**src/rtl/i2c_rcv_pkg.sv**
```systemverilog
package i2c_rcv_pkg;
  typedef enum logic [3:0] {
    ST_IDLE, ST_REL, ST_STA_SDA, ST_STA_SCL, ST_CK_HI, ST_CK_LO,
    ST_SP_SDA, ST_SP_SCL, ST_SP_END
  } rcvState_t;

  typedef struct packed {
    logic take;
    logic finish;
    logic sclRel;
    logic sclLow;
    logic sdaRel;
    logic sdaLow;
  } rcvStrobes_t;
endpackage

```
**src/rtl/i2c_rcv_ctrl.sv**
```systemverilog
module i2c_rcv_ctrl
  import i2c_rcv_pkg::*;
#(
  parameter int STEP_CYCLES = 50000,
  parameter int NUM_PULSES  = 9
) (
  input  logic        clk,
  input  logic        rstN,
  input  logic        startReq,
  output logic        busy,
  output rcvStrobes_t strb
);
  localparam int CW = (STEP_CYCLES > 1) ? $clog2(STEP_CYCLES) : 1;
  localparam int PW = $clog2(NUM_PULSES + 1);
  localparam logic [CW-1:0] STEP_LAST = CW'(STEP_CYCLES - 1);
  localparam logic [PW-1:0] PULSE_LAST = PW'(NUM_PULSES - 1);

  rcvState_t state, nextState;
  logic [CW-1:0] stepCnt;
  logic [PW-1:0] pulseCnt;
  logic stepEnd;

  assign stepEnd = (stepCnt == STEP_LAST);
  assign busy = (state != ST_IDLE);

  always_comb begin
    nextState = state;
    strb = '0;
    case (state)
      ST_IDLE: if (startReq) begin
        nextState = ST_REL;
        strb.take = 1'b1; strb.sclRel = 1'b1; strb.sdaRel = 1'b1;
      end
      ST_REL: if (stepEnd) begin
        nextState = ST_STA_SDA; strb.sdaLow = 1'b1;
      end
      ST_STA_SDA: if (stepEnd) begin
        nextState = ST_STA_SCL; strb.sclLow = 1'b1;
      end
      ST_STA_SCL: if (stepEnd) begin
        nextState = ST_CK_HI; strb.sclRel = 1'b1; strb.sdaRel = 1'b1;
      end
      ST_CK_HI: if (stepEnd) begin
        nextState = ST_CK_LO; strb.sclLow = 1'b1;
      end
      ST_CK_LO: if (stepEnd) begin
        if (pulseCnt == PULSE_LAST) begin
          nextState = ST_SP_SDA; strb.sdaLow = 1'b1;
        end else begin
          nextState = ST_CK_HI; strb.sclRel = 1'b1; strb.sdaRel = 1'b1;
        end
      end
      ST_SP_SDA: if (stepEnd) begin
        nextState = ST_SP_SCL; strb.sclRel = 1'b1;
      end
      ST_SP_SCL: if (stepEnd) begin
        nextState = ST_SP_END; strb.sdaRel = 1'b1;
      end
      ST_SP_END: if (stepEnd) begin
        nextState = ST_IDLE; strb.finish = 1'b1;
      end
      default: nextState = ST_IDLE;
    endcase
  end

  always_ff @(posedge clk or negedge rstN) begin
    if (!rstN) begin
      state    <= ST_IDLE;
      stepCnt  <= '0;
      pulseCnt <= '0;
    end else begin
      state <= nextState;
      if (state != nextState || state == ST_IDLE) stepCnt <= '0;
      else stepCnt <= stepCnt + 1'b1;
      if (state == ST_IDLE) pulseCnt <= '0;
      else if (state == ST_CK_LO && nextState == ST_CK_HI) pulseCnt <= pulseCnt + 1'b1;
    end
  end
endmodule

```
**src/rtl/i2c_rcv_dp.sv**
```systemverilog
module i2c_rcv_dp
  import i2c_rcv_pkg::*;
(
  input  logic        clk,
  input  logic        rstN,
  input  rcvStrobes_t strb,
  input  logic        ctrlBusy,
  input  logic        ctrlPend,
  input  logic        sclIn,
  input  logic        sdaIn,
  input  logic        ctlSclOe,
  input  logic        ctlSdaOe,
  output logic        busSclOe,
  output logic        busSdaOe,
  output logic        ctrlRst,
  output logic        done,
  output logic        linesIdle,
  output logic        needRecover
);
  logic ownPins, sclLowReg, sdaLowReg;

  always_ff @(posedge clk or negedge rstN) begin
    if (!rstN) begin
      ownPins   <= 1'b0;
      sclLowReg <= 1'b0;
      sdaLowReg <= 1'b0;
      ctrlRst   <= 1'b0;
      done      <= 1'b0;
      linesIdle <= 1'b0;
    end else begin
      if (strb.take) ownPins <= 1'b1;
      else if (strb.finish) ownPins <= 1'b0;
      if (strb.sclLow) sclLowReg <= 1'b1;
      else if (strb.sclRel) sclLowReg <= 1'b0;
      if (strb.sdaLow) sdaLowReg <= 1'b1;
      else if (strb.sdaRel) sdaLowReg <= 1'b0;
      ctrlRst <= strb.finish;
      done    <= strb.finish;
      if (strb.finish) linesIdle <= sclIn & sdaIn;
    end
  end

  assign busSclOe = ownPins ? sclLowReg : ctlSclOe;
  assign busSdaOe = ownPins ? sdaLowReg : ctlSdaOe;
  assign needRecover = ctrlBusy | ctrlPend | ~(sclIn & sdaIn);
endmodule

```
**src/rtl/i2c_recovery_seq.sv**
```systemverilog
module i2c_recovery_seq
  import i2c_rcv_pkg::*;
#(
  parameter int STEP_CYCLES = 50000,
  parameter int NUM_PULSES  = 9
) (
  input  logic clk,
  input  logic rstN,
  input  logic startReq,
  input  logic ctrlBusy,
  input  logic ctrlPend,
  input  logic sclIn,
  input  logic sdaIn,
  input  logic ctlSclOe,
  input  logic ctlSdaOe,
  output logic busSclOe,
  output logic busSdaOe,
  output logic ctrlRst,
  output logic busy,
  output logic done,
  output logic linesIdle,
  output logic needRecover
);
  rcvStrobes_t strb;

  i2c_rcv_ctrl #(.STEP_CYCLES(STEP_CYCLES), .NUM_PULSES(NUM_PULSES)) ctrl_i (
    .clk(clk), .rstN(rstN), .startReq(startReq), .busy(busy), .strb(strb)
  );

  i2c_rcv_dp dp_i (
    .clk(clk), .rstN(rstN), .strb(strb), .ctrlBusy(ctrlBusy), .ctrlPend(ctrlPend),
    .sclIn(sclIn), .sdaIn(sdaIn), .ctlSclOe(ctlSclOe), .ctlSdaOe(ctlSdaOe),
    .busSclOe(busSclOe), .busSdaOe(busSdaOe), .ctrlRst(ctrlRst), .done(done),
    .linesIdle(linesIdle), .needRecover(needRecover)
  );
endmodule

```
**config.mk**
```make
export PLATFORM = sky130hd
export DESIGN_NAME = i2c_recovery_seq
export DESIGN_NICKNAME = d
export VERILOG_FILES = /design/src/rtl/i2c_rcv_pkg.sv /design/src/rtl/i2c_rcv_ctrl.sv /design/src/rtl/i2c_rcv_dp.sv /design/src/rtl/i2c_recovery_seq.sv
export SDC_FILE = /design/constraint.sdc
export NUM_CORES = 1
export LEC_CHECK = 0
export BUFFER_PORTS_ARGS = -buffer_cell sky130_fd_sc_hd__clkbuf_2
export CORE_ASPECT_RATIO = 0.9
export CORE_MARGIN = 1
export CORE_UTILIZATION = 45
export DETAILED_ROUTE_END_ITERATION = 7
export HOLD_SLACK_MARGIN = 0.15
export PLACE_DENSITY_LB_ADDON = 0.08
export SYNTH_ARGS = -nofsm -noshare
export SYNTH_HDL_FRONTEND = slang
export SYNTH_HIERARCHICAL = 1
export SYNTH_SLANG_ARGS = --single-unit
```
**constraint.sdc**
```tcl
create_clock -name clk -period 3.58 [get_ports clk]
set_clock_uncertainty 0.15 [all_clocks]
set_input_delay 0.179 -clock clk [delete_from_list [all_inputs] [get_ports clk]]
set_output_delay 0.179 -clock clk [all_outputs]
set_load 0.05 [all_outputs]
```
==> results of run 1 <==
sequential cells by signal, summed over array words and instances, names as in the netlist:
register / count
dp_i/linesIdle: 1
ctrl_i/pulseCnt: 4
dp_i/sclLowReg: 1
dp_i/done: 1
ctrl_i/state: 4
dp_i/ownPins: 1
ctrl_i/stepCnt: 16
dp_i/sdaLowReg: 1
cells in the final DEF (no fill, tap or decap), types with 3 or more instances in the layout:
master	instances
a21o_1	4
a21oi_1	10
and3_1	4
clkbuf_2	15
clkbuf_8	6
dfrtp_1	29
dlygate4sd3_1	4
ha_1	3
inv_1	13
nand2_1	12
nand3_1	11
nand4_1	4
nor2_1	22
nor3_1	5
nor4_1	5
o21ai_0	3
o31ai_1	3
xnor2_1	13
worst paths after layout:
check	start	endpoint	slack, ns	depth (start not counted)
worst max-delay path	ctrl_i/stepCnt[12]	dp_i/linesIdle	0.80	6
worst min-delay path	rstN	ctrl_i/pulseCnt[2]	0.34	2
worst max register to register	ctrl_i/stepCnt[12]	dp_i/linesIdle	0.80	6
worst min register to register	dp_i/sdaLowReg	dp_i/sdaLowReg	0.35	1
max in group asynchronous	rstN	dp_i/linesIdle	2.46	2
min in group clk	dp_i/sdaLowReg	dp_i/sdaLowReg	0.35	1
critical path, stage by stage, from the launching register on:
cell           delay (ns)
dfrtp_1              0.43
or4b_4               0.53
or4_4                0.60
nor2_1               0.25
nand3_1              0.09
dlygate4sd3_1        0.57
o21ai_0              0.07
cell families (layout without fill, tap and decap cells):
| group | Yosys count | count (layout) | share of synthesized area |
|---|---|---|---|
| buffers and inverters | 21 | 41 | 0.0581 |
| DFF | 29 | 29 | 0.461 |
| xor gates and xnor gates | 15 | 15 | 0.0835 |
| AOI/OAI and AO/OA | 25 | 25 | 0.103 |
| muxes | 3 | 3 | 0.0255 |
| and+or+nand+nor | 74 | 74 | 0.244 |
| adders and majority gates | 3 | 3 | 0.0239 |
final cells by class:
cell class | count | area (um^2) | share of cell area
inverter | 13 | 48.8 | 0.0268
clock buffer | 7 | 86.3 | 0.0474
multi-input combinational | 120 | 756 | 0.415
timing repair buffer | 20 | 123 | 0.0673
sequential | 29 | 726 | 0.398
clock inverter | 1 | 30.0 | 0.0165
tap | 42 | 52.6 | 0.0288
where the power goes:
part | switching [uW] | internal [uW]
Combinational | 14.9 | 7.99
Sequential | 0 | 328
Clock | 120 | 227
Total | 135 | 562
cells in the mapped netlist (2+ instances only):
| cell type | count | share of area |
|---|---|---|
| nor3_1 | 5 | 0.016 |
| o31ai_1 | 3 | 0.014 |
| nand4_1 | 4 | 0.016 |
| a21oi_1 | 10 | 0.032 |
| and3_1 | 4 | 0.016 |
| or4b_4 | 2 | 0.018 |
| ha_1 | 3 | 0.024 |
| clkbuf_1 | 5 | 0.012 |
| nor2_1 | 22 | 0.053 |
| a21o_1 | 4 | 0.019 |
| or4_1 | 2 | 0.0095 |
| a31o_2 | 2 | 0.011 |
| nor4_1 | 5 | 0.020 |
| dfrtp_1 | 29 | 0.46 |
| mux2_4 | 2 | 0.019 |
| nand2_1 | 12 | 0.029 |
| nor2b_1 | 2 | 0.0080 |
| xor2_1 | 2 | 0.011 |
| xnor2_1 | 13 | 0.072 |
| inv_1 | 13 | 0.031 |
| o21ai_0 | 3 | 0.0095 |
| nand3_1 | 11 | 0.035 |
per-stage QoR:
| stage | std cells | total power [uW] | area, um^2 | setup WS, ns | utilization |
|---|---|---|---|---|---|
| global placement | 220 | 354 | 1670 | 1.08 | 0.523 |
| floorplan | 170 | 342 | 1570 | 1.08 | - |
| global route | 232 | 721 | 1820 | 0.602 | 0.572 |
| CTS | 232 | 709 | 1820 | 0.797 | 0.572 |
| finish | 232 | 697 | 1820 | 0.800 | 0.572 |
| detailed placement | 220 | 355 | 1670 | 1.06 | 0.523 |
per-layer routing:
metal / track usage / routed length, um
met2: 0.269 / 1320
met4: 0.0476 / 12
met3: 0.0591 / 106
met5: 0 / 0
met1: 0.266 / 1550
what timing repair did:
action	4_1_cts	5_1_grt
hold buffers	4	0
gates resized for setup	0	0
hold endpoints to repair	33	0
==> results.txt, run 1 <==
final count of negative-setup-slack endpoints: 0
total setup buffers inserted after CTS: 0
Worst EP required: 3.62 ns
gpl congestion: 0.819
Die Span Y: 58.1 um
Warnings, synthesis: 6
gr usage total: 0.185
worst vdd ir: 0.000223 V
FF+latch count, synth: 29
RSZ-0062 raised after global routing: false
largest net degree at the start of global routing: 30
DRT Wirelength: 2.99 mm
Final min period: 2.78 ns
type of the worst setup path: reg -> reg
Yosys cell types: 34
Remaining DRCs: 0
Seq/Total Area, Yosys: 0.461
vias in the first global route: 1151
layout cells sized above 1: 0.163
1st-pass router iterations: 4
core area: 3190 um^2
grt total ovfl: 0
Slew headroom: 0.338
worst slew pin tran: 0.984 ns
DP Wirelength: 2.12 mm
Diodes inserted: 0
PD cells: 383 nW/um^2
worst min path class: in -> async
final critical-path share of the clock period: 0.776
ys async rst share: 1.00
Final Max Tran Viols: 0
area grow syn2layout: 15.8%
Worst-path clk slew: 0.06 ns
syn_area_per_cell: 9.25 um^2
Hold Vio Cnt, Final: 0
I/O pins: 16
via count of the routed design: 1240
Worst-Skew Late Latency: 0.27 ns
setup TNS: 0 ns
# rows: 19
DR iter-0 viols: 40
TritonCTS clock tree: yes
Post-Synthesis Net Count: 182
Fmax: 360 MHz
H-tree levels: 2
Fill cells: 302
Critical Path Start Type: flip-flop
Initial Utilization: 0.494
full die area: 3740 um^2
# port buffers: 15
CTS Buf Count: 5
CTS Buffer Depth: 2
Post-Synthesis Cells: 170
first-pass GRT wire length: 5.29 mm
CP max FO: 12
Post-synth EDFFs: 0
Die Wd: 64.3 um
Primary FF master, synth: dfrtp_1
wire per inst: 12.9 um
# Max-Cap Violations: 0
Leakage: 0.000820 uW
via/cell ratio: 5.34
crit path DAT: 2.82 ns
Clock Sinks: 29
status: finished clean
post-synthesis cell area: 1570 um^2
post-route ant nets: 0
hold slack: 0.339 ns
Root Driver: clkbuf_8
nets@finish: 201
antenna violations before repair: 0
Critical Path End Type: flip-flop
Power figures use the tool's default switching activity.
==> run 2: changes to the inputs <==
==> constraint.sdc (replaced) <==
create_clock -name clk -period 2.28 [get_ports clk]
set_clock_uncertainty 0.15 [all_clocks]
set_input_delay 0.114 -clock clk [delete_from_list [all_inputs] [get_ports clk]]
set_output_delay 0.114 -clock clk [all_outputs]
set_load 0.05 [all_outputs]
==> run 2 against run 1 <==
  * Critical path type unchanged
  * Via count is 5.8% higher
  * Cell count grew 6.9%
  * Wire length increased by 8.2%
  * The flow now finishes with violations (negative setup slack)
==> results.txt, run 2 (synthesized netlist as in run 1, its figures left out) <==
Worst-path clk slew: 0.06 ns
leading cell type in the layout, fill and taps excluded: dfrtp_1
FF-to-FF Start: ctrl_i/stepCnt[10]
Fmax: 416 MHz
area grow syn2layout: 23.5%
switching portion of total power: 0.203
gr usage total: 0.198
biggest regs: ctrl_i/stepCnt (16), ctrl_i/pulseCnt (4), ctrl_i/state (4)
Internal: 767 uW
gpl congestion: 0.838
CTS Buf Count: 5
Hold Vio Cnt, Final: 0
crit path DAT: 2.42 ns
DP Wirelength: 2.34 mm
type of the worst setup path: reg -> reg
Diodes inserted: 0
Initial Utilization: 0.494
1st-pass router iterations: 4
status: complete, but fails checks
fin util: 0.610
largest net degree at the start of global routing: 30
Critical Path End Type: flip-flop
Worst-Skew Late Latency: 0.28 ns
Reg power frac: 0.535
worst vdd ir: 0.000361 V
crit-path cells: or4b_4 -> or4_4 -> or3_1 -> a21oi_2 -> inv_1 -> a21o_1
I/O pins: 16
final count of negative-setup-slack endpoints: 4
placed cell count: 237
TritonCTS clock tree: yes
via/cell ratio: 5.29
first-pass GRT wire length: 5.42 mm
Clk pwr share: 0.427
Root Driver: clkbuf_8
Die Span Y: 58.1 um
PD cells: 496 nW/um^2
Fill cells: 286
hold slack: 0.273 ns
final std cells w/o fill: 248
Clock Sinks: 29
Critical Path Start Type: flip-flop
DRT Wirelength: 3.24 mm
layout cells sized above 1: 0.238
Slew headroom: 0.522
# Max-Cap Violations: 0
worst min path class: in -> async
# rows: 19
P_sw: 196 uW
max reg flops: 16
CP max stage delay: 0.55 ns
H-tree levels: 2
vias in the first global route: 1208
worst r2r path cells: 6
Final min period: 2.40 ns
Remaining DRCs: 0
largest register by flop count: ctrl_i/stepCnt
dpl ws: -0.111 ns
antenna violations before repair: 0
CP max FO: 4
Critical-path top delay cell: or4_4
Die Wd: 64.3 um
worst slew pin tran: 0.717 ns
fin worst setup slack: -0.123 ns
grt total ovfl: 0
Final Max Tran Viols: 0
full die area: 3740 um^2
final critical-path share of the clock period: 1.05
R2R Setup Slk: -0.12 ns
Worst EP required: 2.30 ns
total setup buffers inserted after CTS: 0
CP delay by family, top: simple AND/OR/NAND/NOR gates
Logic pwr share: 0.038
RR Endpoint: dp_i/sdaLowReg
DR iter-0 viols: 83
wire per inst: 13.1 um
# port buffers: 15
most frequent cells in the layout: dfrtp_1, nor2_1, buf_4
core area: 3190 um^2
Leakage: 0.000898 uW
worst path buffer plus inverter count: 1
failing checks: negative setup slack
nets@finish: 218
CTS Buffer Depth: 2
RSZ-0062 raised after global routing: true
post-route ant nets: 0
via count of the routed design: 1312
[run 2: cell count changes in the layout (fill, tap and decap cells not counted)]
cell | before | now
nor2_1 | 22 | 21
a21oi_2 | 0 | 1
buf_12 | 0 | 1
nor2_4 | 0 | 1
bufinv_16 | 1 | 0
buf_4 | 1 | 17
a21oi_1 | 10 | 9
[run 2: cell type report]
cell class,count,area [um^2],share of cell area
well taps,42,52.6,0.0270
multi-input cells,120,767,0.395
flip-flops and latches,29,726,0.373
repair buffers,37,263,0.135
inverters,13,48.8,0.0251
clock buffers,7,86.3,0.0444
[run 2: how the worst max path moves through the flow]
stage,startpoint,endpoint,cells past startpoint
6_report,ctrl_i/stepCnt[10],dp_i/sdaLowReg,6
5_1_grt,ctrl_i/stepCnt[10],dp_i/sdaLowReg,6
4_1_cts,ctrl_i/stepCnt[10],dp_i/sdaLowReg,6
3_5_place_dp,ctrl_i/stepCnt[10],dp_i/sdaLowReg,6
3_3_place_gp,ctrl_i/stepCnt[10],dp_i/sdaLowReg,6
2_1_floorplan,ctrl_i/stepCnt[10],dp_i/sdaLowReg,7
[run 2: per-layer routing]
layer	track usage	vias to the layer above	share of wire
li1	-	656	-
met1	0.274	627	0.50
met2	0.286	25	0.44
met3	0.0531	4	0.041
met4	0.0984	0	0.011
met5	0	-	0
[run 2: timing repair]
action,CTS,global route
hold endpoints to repair,34,0
gates resized for setup,0,3
setup endpoints to repair,4,6
pin swaps,2,0
hold buffers,4,0
[run 2: metrics by stage]
stage | setup TNS, ns | cell area, um^2 | total power (uW)
floorplan | -0.218 | 1570 | 537
global placement | -0.180 | 1810 | 556
detailed placement | -0.266 | 1810 | 556
CTS | -0.307 | 1930 | 984
global route | -0.606 | 1940 | 1000
finish | -0.323 | 1940 | 963
[run 2: power groups by stage]
stage | Sequential [uW] | Combinational [uW] | Clock (uW)
6_report | 515 | 36.5 | 412
5_1_grt | 514 | 40.4 | 448
4_1_cts | 515 | 37.7 | 431
3_5_place_dp | 524 | 32.4 | 0
3_3_place_gp | 524 | 31.9 | 0
2_1_floorplan | 524 | 12.6 | 0
